File: config.mk
export PLATFORM = sky130hd
export DESIGN_NAME = uart_irq_cause
export DESIGN_NICKNAME = d
export VERILOG_FILES = /design/src/rtl/uart_icu_pkg.sv /design/src/rtl/uart_icu_dtr_edge.sv /design/src/rtl/uart_icu_idle_timer.sv /design/src/rtl/uart_icu_cause_bits.sv /design/src/rtl/uart_irq_cause.sv
export SDC_FILE = /design/constraint.sdc
export NUM_CORES = 1
export LEC_CHECK = 0
export ABC_AREA = 1
export ABC_CLOCK_PERIOD_IN_PS = 1400
export BUFFER_PORTS_ARGS = -buffer_cell sky130_fd_sc_hd__buf_2
export CORE_MARGIN = 5
export CORE_UTILIZATION = 25
export CTS_CLUSTER_DIAMETER = 80
export CTS_CLUSTER_SIZE = 40
export DETAILED_ROUTE_END_ITERATION = 16
export PLACE_DENSITY_LB_ADDON = 0.1
export SKIP_LAST_GASP = 1
export SLEW_MARGIN = 20
export SYNTH_ARGS = -nofsm -noshare
export SYNTH_HDL_FRONTEND = slang
export SYNTH_SLANG_ARGS = --single-unit
File: constraint.sdc
create_clock -name clk -period 1.4 [get_ports clk]
set_input_delay 0.28 -clock clk [delete_from_list [all_inputs] [get_ports clk]]
set_output_delay 0.28 -clock clk [all_outputs]
set_load 0.1 [all_outputs]
File: src/rtl/uart_icu_pkg.sv
package uart_icu_pkg;
  localparam int NUM_SRC   = 10;
  localparam int RAW_SHIFT = 16;

  localparam int SRC_MODEM    = 0;
  localparam int SRC_RX_AVAIL = 1;
  localparam int SRC_TX_NEED  = 2;
  localparam int SRC_RX_IDLE  = 3;
  localparam int SRC_LINE_ERR = 4;
  localparam int SRC_TX_DMA   = 5;
  localparam int SRC_RX_DMA   = 6;
  localparam int SRC_RX_DMATO = 7;
  localparam int SRC_DTR_RISE = 8;
  localparam int SRC_DTR_FALL = 9;

  localparam int RX_TRIG_LSB = 0;
  localparam int TX_TRIG_LSB = 8;

  typedef enum logic [1:0] {
    SEL_MASK  = 2'd0,
    SEL_CAUSE = 2'd1,
    SEL_TRIG  = 2'd2,
    SEL_NONE  = 2'd3
  } reg_sel_e;
endpackage

File: src/rtl/uart_icu_dtr_edge.sv
module uart_icu_dtr_edge (
  input  logic clk,
  input  logic rst_n,
  input  logic dtr_i,
  output logic rise_o,
  output logic fall_o
);
  logic meta_q, sync_q, prev_q;

  always_ff @(posedge clk or negedge rst_n) begin
    if (!rst_n) begin
      meta_q <= 1'b0;
      sync_q <= 1'b0;
      prev_q <= 1'b0;
    end else begin
      meta_q <= dtr_i;
      sync_q <= meta_q;
      prev_q <= sync_q;
    end
  end

  assign rise_o = sync_q & ~prev_q;
  assign fall_o = ~sync_q & prev_q;
endmodule

File: src/rtl/uart_icu_idle_timer.sv
module uart_icu_idle_timer #(
  parameter int CHAR_BITS  = 10,
  parameter int IDLE_CHARS = 4
) (
  input  logic clk,
  input  logic rst_n,
  input  logic nonempty_i,
  input  logic pop_i,
  input  logic busy_i,
  input  logic tick_i,
  output logic fire_o
);
  localparam int LIMIT = CHAR_BITS * IDLE_CHARS;
  localparam int CW    = $clog2(LIMIT + 1);
  localparam logic [CW-1:0] LIMIT_V = CW'(LIMIT);
  localparam logic [CW-1:0] LAST_V  = CW'(LIMIT - 1);

  logic [CW-1:0] cnt_q;
  logic          restart;

  assign restart = ~nonempty_i | pop_i | busy_i;

  always_ff @(posedge clk or negedge rst_n) begin
    if (!rst_n) begin
      cnt_q <= '0;
    end else if (restart) begin
      cnt_q <= '0;
    end else if (tick_i && cnt_q != LIMIT_V) begin
      cnt_q <= cnt_q + 1'b1;
    end
  end

  assign fire_o = tick_i & ~restart & (cnt_q == LAST_V);


  single_fire_chk: assert property (@(posedge clk) disable iff (!rst_n)
    fire_o |=> !fire_o);


  saturate_chk: assert property (@(posedge clk) disable iff (!rst_n)
    fire_o |=> (cnt_q == LIMIT_V) || restart);
endmodule

File: src/rtl/uart_icu_cause_bits.sv
module uart_icu_cause_bits #(
  parameter int N = 10
) (
  input  logic         clk,
  input  logic         rst_n,
  input  logic [N-1:0] set_i,
  input  logic [N-1:0] clr_i,
  output logic [N-1:0] lat_o
);
  for (genvar i = 0; i < N; i++) begin : g_bit
    logic lat_q;

    always_ff @(posedge clk or negedge rst_n) begin
      if (!rst_n)        lat_q <= 1'b0;
      else if (set_i[i]) lat_q <= 1'b1;
      else if (clr_i[i]) lat_q <= 1'b0;
    end

    assign lat_o[i] = lat_q;


    latch_set_chk: assert property (@(posedge clk) disable iff (!rst_n)
      set_i[i] |=> lat_o[i]);


    latch_clr_chk: assert property (@(posedge clk) disable iff (!rst_n)
      (clr_i[i] && !set_i[i]) |=> !lat_o[i]);
  end
endmodule

File: src/rtl/uart_irq_cause.sv
module uart_irq_cause
  import uart_icu_pkg::*;
#(
  parameter int DATA_W     = 32,
  parameter int RX_LVL_W   = 7,
  parameter int TX_FREE_W  = 5,
  parameter int RX_TRIG_W  = 5,
  parameter int TX_TRIG_W  = 4,
  parameter int CHAR_BITS  = 10,
  parameter int IDLE_CHARS = 4
) (
  input  logic                 clk,
  input  logic                 rst_n,
  input  logic                 reg_we,
  input  logic [1:0]           reg_sel,
  input  logic [DATA_W-1:0]    reg_wdata,
  input  logic [RX_LVL_W-1:0]  rx_level,
  input  logic [TX_FREE_W-1:0] tx_free,
  input  logic                 rx_pop,
  input  logic                 rx_busy,
  input  logic                 bit_tick,
  input  logic                 modem_chg,
  input  logic                 line_err,
  input  logic                 tx_dma_done,
  input  logic                 rx_dma_done,
  input  logic                 rx_dma_tmo,
  input  logic                 dtr_in,
  output logic [DATA_W-1:0]    mask_rd,
  output logic [DATA_W-1:0]    cause_rd,
  output logic                 irq
);
  localparam int RX_PAD = RX_LVL_W - RX_TRIG_W;
  localparam int TX_PAD = TX_FREE_W - TX_TRIG_W;

  logic [NUM_SRC-1:0]   mask_q;
  logic [RX_TRIG_W-1:0] rx_trig_q;
  logic [TX_TRIG_W-1:0] tx_trig_q;
  logic [NUM_SRC-1:0]   raw;
  logic [NUM_SRC-1:0]   clr;
  logic [NUM_SRC-1:0]   lat;
  logic                 idle_fire, dtr_rise, dtr_fall;
  logic                 wr_mask, wr_cause, wr_trig;
  logic                 unused_wdata;

  assign wr_mask  = reg_we && (reg_sel == SEL_MASK);
  assign wr_cause = reg_we && (reg_sel == SEL_CAUSE);
  assign wr_trig  = reg_we && (reg_sel == SEL_TRIG);
  assign unused_wdata = ^reg_wdata;

  always_ff @(posedge clk or negedge rst_n) begin
    if (!rst_n) begin
      mask_q    <= '0;
      rx_trig_q <= RX_TRIG_W'(1);
      tx_trig_q <= TX_TRIG_W'(1);
    end else begin
      if (wr_mask) mask_q <= reg_wdata[NUM_SRC-1:0];
      if (wr_trig) begin
        rx_trig_q <= reg_wdata[RX_TRIG_LSB +: RX_TRIG_W];
        tx_trig_q <= reg_wdata[TX_TRIG_LSB +: TX_TRIG_W];
      end
    end
  end

  uart_icu_idle_timer #(
    .CHAR_BITS (CHAR_BITS),
    .IDLE_CHARS(IDLE_CHARS)
  ) u_idle (
    .clk       (clk),
    .rst_n     (rst_n),
    .nonempty_i(rx_level != '0),
    .pop_i     (rx_pop),
    .busy_i    (rx_busy),
    .tick_i    (bit_tick),
    .fire_o    (idle_fire)
  );

  uart_icu_dtr_edge u_dtr (
    .clk   (clk),
    .rst_n (rst_n),
    .dtr_i (dtr_in),
    .rise_o(dtr_rise),
    .fall_o(dtr_fall)
  );

  always_comb begin
    raw               = '0;
    raw[SRC_MODEM]    = modem_chg;
    raw[SRC_RX_AVAIL] = rx_level >= {{RX_PAD{1'b0}}, rx_trig_q};
    raw[SRC_TX_NEED]  = tx_free >= {{TX_PAD{1'b0}}, tx_trig_q};
    raw[SRC_RX_IDLE]  = idle_fire;
    raw[SRC_LINE_ERR] = line_err;
    raw[SRC_TX_DMA]   = tx_dma_done;
    raw[SRC_RX_DMA]   = rx_dma_done;
    raw[SRC_RX_DMATO] = rx_dma_tmo;
    raw[SRC_DTR_RISE] = dtr_rise;
    raw[SRC_DTR_FALL] = dtr_fall;
  end

  assign clr = wr_cause ? reg_wdata[NUM_SRC-1:0] : '0;

  uart_icu_cause_bits #(.N(NUM_SRC)) u_cause (
    .clk  (clk),
    .rst_n(rst_n),
    .set_i(raw),
    .clr_i(clr),
    .lat_o(lat)
  );

  always_comb begin
    mask_rd                       = '0;
    mask_rd[NUM_SRC-1:0]          = mask_q;
    cause_rd                      = '0;
    cause_rd[NUM_SRC-1:0]         = lat & mask_q;
    cause_rd[RAW_SHIFT +: NUM_SRC] = raw;
  end

  assign irq = |(lat & mask_q);


  mask_off_chk: assert property (@(posedge clk) disable iff (!rst_n)
    (wr_mask && reg_wdata[NUM_SRC-1:0] == '0) |=> !irq);


  mask_load_chk: assert property (@(posedge clk) disable iff (!rst_n)
    wr_mask |=> mask_rd[NUM_SRC-1:0] == $past(reg_wdata[NUM_SRC-1:0]));
endmodule

==> key figures, run 1 <==
Setup path
  – CP Capture Point: cause_rd[18]
  – Slowest cell on crit path: dfrtp_1
  – CP cell instances: inv_2 -> ha_4 -> inv_4 -> nor2_4 -> nand4_1 -> nand3_4 -> buf_12
  – Delay-heaviest family, CP: simple AND/OR/NAND/NOR gates
  – CP Max Fanout: 2
  – CP peak stage delay: 0.34 ns
  – Worst reg2reg setup slack: 0.10 ns
  – WP depth: 7
  – Reg2reg end: u_cause.g_bit[2].lat_q
  – Critical path required time: 1.12 ns
  – R2R cell count: 6
  – Crit path DAT: 1.56 ns
  – Setup crit start kind: flop
  – CP Capture Type: primary output
  – CP bufs+invs: 3
  – Worst setup startpoint: tx_trig_q[3]
  – RR Startpoint: tx_trig_q[0]
  – CP Class: reg -> out

Timing
  – Max Slew Vio Count: 0
  – Final setup margin: -0.443 ns
  – Setup Skew: 0.00619 ns
  – Hold Vio Cnt, Final: 0
  – Final setup vio count: 10
  – Hold slack: 0.100 ns
  – Fin crit share: 132%
  – Max frequency: 543 MHz
  – Min Tclk post-route: 1.84 ns
  – RSZ-0062 raised after global routing: yes
  – TNS Setup: -1.83 ns

Pwr
  – Static leakage: 1.85 nW
  – Peak supply drop: 0.440 mV
  – Cell area power density: 1220 nW/µm²
  – Total power: 4.60 mW

Synthesis
  – Post-synthesis sequential area ratio: 41.7%
  – Mean area per synthesized cell: 7.77 µm²
  – Complex-gate fraction of the synthesized area: 7.89%
  – Largest family of logic cells by synthesized area: buffers and inverters
  – Synth Register Bits: 38
  – Synth Area in XOR/XNOR: 0%
  – Simple-gate share of the synthesized area: 20.5%
  – Synth Area in Adders: 6.02%
  – Mux cell area share after synthesis: 0%
  – Cell Area, Synth: 2280 µm²
  – YS warnings: 0
  – Cell variety after synth: 22
  – Synth Instances: 294

Route
  – # DRC: 0
  – Via count: 2037
  – Routed Antenna Nets: 0
  – Routed wire length: 5740 µm
  – DR pass1 iterations: 4
  – Number of DRC markers in iteration 0: 49
  – Vias per inst: 3.96
  – DR WL/cell: 11.2 µm

Final layout
  – Most frequent cells in the layout: nand2_1, buf_2, inv_1
  – Share of cells above drive strength 1: 46.4%
  – Nets: 475
  – Synth-to-Final Area Change: 65.0%
  – Layout Cells excl Fill: 515
  – Finished Core Util: 42.8%
  – Fill count: 907
  – ANT cells: 0
  – Finished layout cell area: 3770 µm²
  – Commonest non-fill, non-tap cell in the layout: nand2_1

Floorplan
  – Starting Density: 25.9%
  – Placeable core area: 8810 µm²
  – Site Rows: 34
  – Die width: 106 µm
  – Num ports: 123
  – Die H: 106 µm
  – Die Area: 11200 µm²

Clocking
  – Clk_lat worst skew: 0.28 ns
  – Clock root buffer: clkbuf_8
  – Clk sinks: 38
  – Bufs on Longest Clock Path: 2
  – CTS buffer count: 5
  – Clock slew at reported path FFs: 0.07 ns
  – H-tree levels: 2
  – CTS tree: yes

Placed design
  – Pre-CTS WS: -0.180 ns
  – Routability cong.: 0.795
  – Dpl cells: 496
  – I/O Buffers: 68
  – Dpl hpwl: 4480 µm
  – Area after DPL: 3450 µm²

Outcome
  – Outcome: finished, violations left
  – Violated checks: setup timing

Run
  – Max Cap Viol: 0

GRT
  – Vias in the first global route: 2052
  – All-Layer GR Usage: 10.3%
  – Initial antenna violation count: 0
  – Largest net degree at the start of global routing: 32
  – Grt total ovfl: 0
  – First-pass GRT wire length: 9270 µm

Hold path
  – Worst hold path class: in -> reg
[routing by layer]
metal  global-route usage, %  wire length (µm)
met3                    2.20               288
met2                    18.5              2940
met5                       0                 0
met1                    12.2              2470
met4                    3.24                54
[cells by family after synthesis]
group | after synthesis
other | 1
adders and majority gates | 11
buffers and inverters | 100
DFF | 38
AOI/OAI and AO/OA | 36
and+or+nand+nor | 108
[worst min path at each step]
stage	to	cells after the start	from
2_1_floorplan	mask_q[1]	0	rst_n
3_5_place_dp	u_idle.cnt_q[0]	1	rst_n
4_1_cts	u_dtr.meta_q	1	dtr_in
5_1_grt	u_dtr.meta_q	1	dtr_in
6_report	u_dtr.meta_q	1	dtr_in
3_3_place_gp	u_idle.cnt_q[0]	1	rst_n
[state kept, by name, summed over array words and instances, names as in the netlist]
name                 cells
rx_trig_q                5
mask_q                  10
u_idle.cnt_q             6
u_dtr.meta_q             1
u_dtr.prev_q             1
u_cause.g_bit.lat_q     10
u_dtr.sync_q             1
tx_trig_q                4
[worst reg2reg max path, stage by stage (launching register included)]
cell and delay (ns):
dfstp_2 0.53, ha_1 0.22, nand2_1 0.06, inv_1 0.04, nand4_1 0.13, buf_4 0.13
nand4_1 0.08
[cell type report]
cell class / instances / area (µm²) / share of cell area (%)
repair buffers: 117 / 1160 / 30.8
flip-flops and latches: 38 / 986 / 26.2
inverters: 55 / 239 / 6.34
clock buffers: 8 / 80.1 / 2.12
well taps: 108 / 135 / 3.58
multi-input cells: 189 / 1170 / 31.0
[synthesized netlist by cell type]
cell type,count,area (µm²)
a21oi_1,6,30.0
buf_2,1,5.00
buf_4,42,315
buf_6,1,11.3
clkbuf_1,1,3.75
conb_1,1,3.75
dfrtp_1,36,901
dfstp_2,2,52.6
ha_1,11,138
inv_1,55,206
nand2_1,62,233
nand3_1,9,45.0
nand3_2,2,20.0
nand4_1,6,37.5
nor2_1,21,78.8
nor2_4,1,11.3
nor3_1,4,20.0
nor3b_1,1,7.51
o21ai_0,23,115
o21ai_1,7,35.0
or2_2,1,6.26
or2_4,1,8.76
[where the power goes]
group          internal [mW]  leakage [nW]  switching (mW)
sequential              1.24         0.432          0.0858
combinational          0.848          1.38            1.70
clock                  0.354        0.0395           0.370
[what timing repair did]
item,4_1_cts,5_1_grt
gates resized for setup,18,21
setup endpoints to repair,13,22
hold buffers,1,0
pin swaps,14,16
endpoints found under the hold margin,7,0
setup buffers,11,7
Power figures use the tool's default switching activity.
==> run 2: changes to the inputs <==
Settings changed: GPL_TIMING_DRIVEN set to 0.
==> run 2 against run 1 <==
Net effect: core utilization grew 1.3 points; maximum frequency shrank 0.57%; the run still ends with setup timing left; highest routed layer unchanged; critical endpoint is now irq; register-to-register slack lost 0.07 ns; die area is the same; final area grew 3.1%; final cell count grew 3.9%; critical path depth shrank 2; wire length grew 7.0%.
==> key figures, run 2 (synthesis gave the netlist of run 1 again) <==
Route
  – Number of DRC markers in iteration 0: 58
  – DR WL/cell: 11.5 µm
  – DR pass1 iterations: 4
  – Routed Antenna Nets: 0
  – Met1 Wirelength: 2480 µm
  – # DRC: 0
  – DR WL met3: 374 µm
  – Top Layer Used: met4
  – Metal2 WL: 3250 µm
  – Vias per inst: 3.91
  – Via count: 2094
  – Routed wire length: 6140 µm

GRT
  – Grt total ovfl: 0
  – Initial antenna violation count: 0
  – Vias in the first global route: 2173
  – First-pass GRT wire length: 10200 µm
  – Largest net degree at the start of global routing: 39
  – All-Layer GR Usage: 11.2%

Setup path
  – RR Startpoint: tx_trig_q[3]
  – R2R cell count: 8
  – CP Class: reg -> out
  – CP Capture Type: primary output
  – CP Max Fanout: 2
  – CP cell instances: nand2_4 -> nand2_4 -> nor3_4 -> nand4_1 -> buf_12
  – Slowest cell on crit path: dfrtp_4
  – Crit-path most repeated cell: nand2_4
  – Critical path required time: 1.12 ns
  – Worst reg2reg setup slack: 0.03 ns
  – Delay-heaviest family, CP: simple AND/OR/NAND/NOR gates
  – Reg2reg end: u_cause.g_bit[2].lat_q
  – Setup crit start kind: flop
  – CP bufs+invs: 1
  – CP peak stage delay: 0.50 ns
  – Crit path DAT: 1.57 ns

Floorplan
  – Num ports: 123
  – Site Rows: 34
  – Starting Density: 25.9%
  – Placeable core area: 8810 µm²
  – Die Area: 11200 µm²
  – Die width: 106 µm
  – Die H: 106 µm

Run
  – Max Cap Viol: 0

Clocking
  – CTS tree: yes
  – Clock root buffer: clkbuf_8
  – CTS buffer count: 5
  – CTS hold repair buffers: 0
  – Clock slew at reported path FFs: 0.08 ns
  – Bufs on Longest Clock Path: 2
  – Clk sinks: 38
  – Clk_lat worst skew: 0.29 ns
  – H-tree levels: 2

Timing
  – Worst slew pin tran: 0.890 ns
  – Slew margin rel.: 40.6%
  – Hold slack: 0.0944 ns
  – Fin crit share: 132%
  – RSZ-0062 raised after global routing: yes
  – Max frequency: 539 MHz
  – Final setup vio count: 10
  – Setup Skew: 0.00956 ns
  – Min Tclk post-route: 1.85 ns
  – Final setup margin: -0.454 ns
  – Max Slew Vio Count: 0
  – Hold Vio Cnt, Final: 0

Final layout
  – Commonest non-fill, non-tap cell in the layout: buf_4
  – Layout Cells excl Fill: 535
  – Nets: 495
  – Most frequent cells in the layout: buf_4, nand2_1, buf_2
  – ANT cells: 0
  – Synth-to-Final Area Change: 70.1%
  – Share of cells above drive strength 1: 50.1%
  – Top flop regs: mask_q x10, u_cause.g_bit.lat_q x10, u_idle.cnt_q x6

Placed design
  – Routability cong.: 0.730
  – Pre-CTS WS: -0.443 ns
  – Dpl cells: 503
  – I/O Buffers: 68
  – Dpl hpwl: 4530 µm

Hold path
  – Worst hold path class: in -> reg
  – WHS Endpoint: u_dtr.meta_q
  – WHS Path Cells: 1
  – HP Start: dtr_in

Pwr
  – Total power: 4.93 mW
  – Cell area power density: 1270 nW/µm²
  – Peak supply drop: 0.495 mV
  – Static leakage: 1.96 nW

Outcome
  – Violated checks: setup timing
  – Outcome: finished, violations left
run 2: through the flow:
step | util [%] | TNS (ns) | area [µm²]
4_1_cts | 42.1 | -2.53 | 3710
6_report | 44.1 | -2.17 | 3890
3_3_place_gp | 35.3 | -1.40 | 3110
5_1_grt | 44.1 | -3.03 | 3890
3_5_place_dp | 35.3 | -1.47 | 3110
2_1_floorplan | - | -1.99 | 2640
run 2: cell type report:
cell class / instances / area [µm²]
Timing Repair Buffer: 92 / 856
Inverter: 55 / 239
Fill cell: 900 / 4920
Multi-Input combinational cell: 189 / 1180
Buffer: 45 / 348
Clock inverter: 3 / 68.8
Tap cell: 108 / 135
Clock buffer: 5 / 68.8
Sequential cell: 38 / 986
run 2: what timing repair did:
item	CTS	global route
setup buffers	19	14
resized for setup	81	40
cloned	0	0
endpoints found under the setup margin	24	25
pin swaps	9	17
run 2: how the worst max path moves through the flow:
stage | start | to | slack, ns | depth (start not counted)
final | mask_q[2] | irq | -0.45 | 5
after global routing | u_idle.cnt_q[1] | cause_rd[19] | -0.55 | 7
after CTS | tx_trig_q[3] | cause_rd[18] | -0.46 | 7
after detailed placement | u_idle.cnt_q[0] | cause_rd[19] | -0.44 | 7
after global placement | u_idle.cnt_q[0] | cause_rd[19] | -0.43 | 7
after floorplan | mask_q[0] | irq | -1.18 | 4
run 2: report_power, final:
part / total [mW] / switching (mW) / internal [mW]
registers: 1.33 / 0.0955 / 1.24
logic: 2.48 / 1.70 / 0.776
clock network: 1.12 / 0.404 / 0.714
run 2: per-layer routing:
metal	global-route usage (%)	up-vias
li1	-	1092
met1	13.1	936
met4	2.50	0
met3	2.75	5
met5	0	-
met2	20.6	61
==> run 3: changes to the inputs <==
Settings changed: CAP_MARGIN set to 30, CORE_MARGIN 5 to not set.
==> run 3 against run 2 <==
Net effect: total power is 9.1% lower; register-to-register slack worse by 0.38 ns; largest cell class unchanged; clock skew is 0.0041 ns lower; wire length is 11% lower; highest routed layer unchanged; the run still ends with setup timing left; non-clock buffer count is 4 higher.
==> key figures, run 3 (synthesis gave the netlist of run 1 again) <==
Outcome
  – Outcome: finished, violations left
  – Violated checks: setup timing

Pwr
  – Psw: 2.12 mW
  – Sequential power share: 29.6%
  – Internal power: 2.35 mW
  – Combinational fraction of design power: 53.1%
  – Cell area power density: 1170 nW/µm²
  – Clock share of power: 17.2%
  – Peak supply drop: 0.439 mV
  – Sw Share: 47.4%
  – Static leakage: 1.94 nW

Clocking
  – CTS buffer count: 5
  – H-tree levels: 2
  – CTS tree: yes
  – Clk_lat worst skew: 0.28 ns
  – Clk sinks: 38
  – Bufs on Longest Clock Path: 2
  – Clock root buffer: clkbuf_8
  – Clock slew at reported path FFs: 0.07 ns

Placed design
  – I/O Buffers: 68
  – Routability cong.: 0.757
  – Dpl hpwl: 4050 µm

Final layout
  – ANT cells: 0
  – Synth-to-Final Area Change: 67.6%
  – Share of cells above drive strength 1: 50.1%
  – Commonest non-fill, non-tap cell in the layout: buf_4
  – Nets: 499
  – Finished Core Util: 43.7%
  – Most frequent cells in the layout: buf_4, nand2_1, buf_2
  – Fill count: 890
  – Top flop regs: mask_q x10, u_cause.g_bit.lat_q x10, u_idle.cnt_q x6

Setup path
  – CP bufs+invs: 3
  – CP cell instances: inv_2 -> ha_4 -> inv_2 -> nor2_4 -> nand4_1 -> nand3_4 -> buf_12
  – Slowest cell on crit path: dfrtp_1
  – Delay-heaviest family, CP: simple AND/OR/NAND/NOR gates
  – CP peak stage delay: 0.34 ns
  – CP Class: reg -> out
  – Crit-path most repeated cell: inv_2
  – Critical path required time: 1.12 ns
  – Crit path DAT: 1.55 ns
  – CP Max Fanout: 2
  – Setup crit start kind: flop
  – CP Capture Type: primary output

Timing
  – Max Slew Vio Count: 0
  – Fin crit share: 131%
  – RSZ-0062 raised after global routing: yes
  – Final setup margin: -0.430 ns
  – Setup Skew: 0.00544 ns
  – Hold Vio Cnt, Final: 0
  – Hold slack: 0.107 ns
  – TNS Setup: -2.22 ns
  – Max frequency: 547 MHz
  – Min Tclk post-route: 1.83 ns
  – Final setup vio count: 13

Run
  – Max Cap Viol: 0

Route
  – Routed Antenna Nets: 0
  – Vias per inst: 3.91
  – DR pass1 iterations: 4
  – Via count: 2110
  – Number of DRC markers in iteration 0: 46
  – # DRC: 0
  – DR WL/cell: 10.2 µm
  – Routed wire length: 5500 µm

GRT
  – Initial antenna violation count: 0
  – All-Layer GR Usage: 11.6%
  – First-pass GRT wire length: 8870 µm
  – Grt total ovfl: 0
  – Vias in the first global route: 1929
  – Largest net degree at the start of global routing: 39

Hold path
  – Worst hold path class: in -> reg

Floorplan
  – Num ports: 123
  – Placeable core area: 8760 µm²
  – Die Area: 9520 µm²
  – Die H: 97.6 µm
  – Site Rows: 34
  – Die width: 97.6 µm
  – Starting Density: 26.1%
[run 3: repair_timing]
item,4_1_cts,5_1_grt
buffers inserted,18,11
endpoints found under the hold margin,0,16
endpoints found under the setup margin,24,23
gates resized for setup,64,47
hold buffers,0,1
pin swaps,8,15
[run 3: path summary, 6_finish.rpt]
kind	startpoint	end	slack, ns	depth (start not counted)
max	tx_trig_q[3]	cause_rd[18]	-0.43	7
min	dtr_in	u_dtr.meta_q	0.11	1
max reg2reg	tx_trig_q[3]	u_cause.g_bit[2].lat_q	-0.35	11
min reg2reg	u_dtr.meta_q	u_dtr.sync_q	0.35	0
max in group asynchronous	rst_n	rx_trig_q[0]	0.38	3
min in group asynchronous	rst_n	u_idle.cnt_q[1]	0.48	2
[run 3: worst reg2reg max path, stage by stage (launching register included)]
cell     delay (ns)
dfrtp_1        0.34
inv_2          0.05
ha_4           0.14
or2_2          0.27
a21oi_2        0.17
buf_4          0.14
buf_4          0.09
buf_4          0.09
buf_4          0.09
buf_4          0.09
buf_4          0.09
nand4_1        0.07
[run 3: per-layer routing]
layer,GRT usage (%),up-vias,share of wire [%]
li1,-,1101,-
met1,14.5,951,42
met2,20.1,56,52
met3,2.95,2,5.1
met4,2.38,0,0.45
met5,0,-,0
[run 3: layout make-up]
cell class	instances	area, µm²	share of cell area [%]
Multi-Input combinational cell	189	1180	30.8
Sequential cell	38	986	25.8
Timing Repair Buffer	98	878	22.9
Buffer	43	320	8.37
Inverter	55	239	6.24
Tap cell	108	135	3.53
Clock buffer	7	86.3	2.25
Clock inverter	1	5.00	0.131
[run 3: stage by stage]
| step | power (mW) | instances | instance area [µm²] | setup WS [ns] |
|---|---|---|---|---|
| final | 4.48 | 539 | 3830 | -0.430 |
| after global routing | 4.72 | 539 | 3830 | -0.508 |
| after CTS | 4.36 | 529 | 3570 | -0.450 |
| after detailed placement | 3.30 | 503 | 3110 | -0.447 |
| after global placement | 3.29 | 503 | 3110 | -0.431 |
| after floorplan | 3.01 | 327 | 2640 | -1.18 |
[run 3: power by group through the flow]
stage | clock network [mW] | registers (mW) | logic (mW)
6_report | 0.772 | 1.33 | 2.38
5_1_grt | 0.877 | 1.34 | 2.50
4_1_cts | 0.816 | 1.33 | 2.21
3_5_place_dp | 0 | 1.35 | 1.95
3_3_place_gp | 0 | 1.35 | 1.94
2_1_floorplan | 0 | 1.68 | 1.33
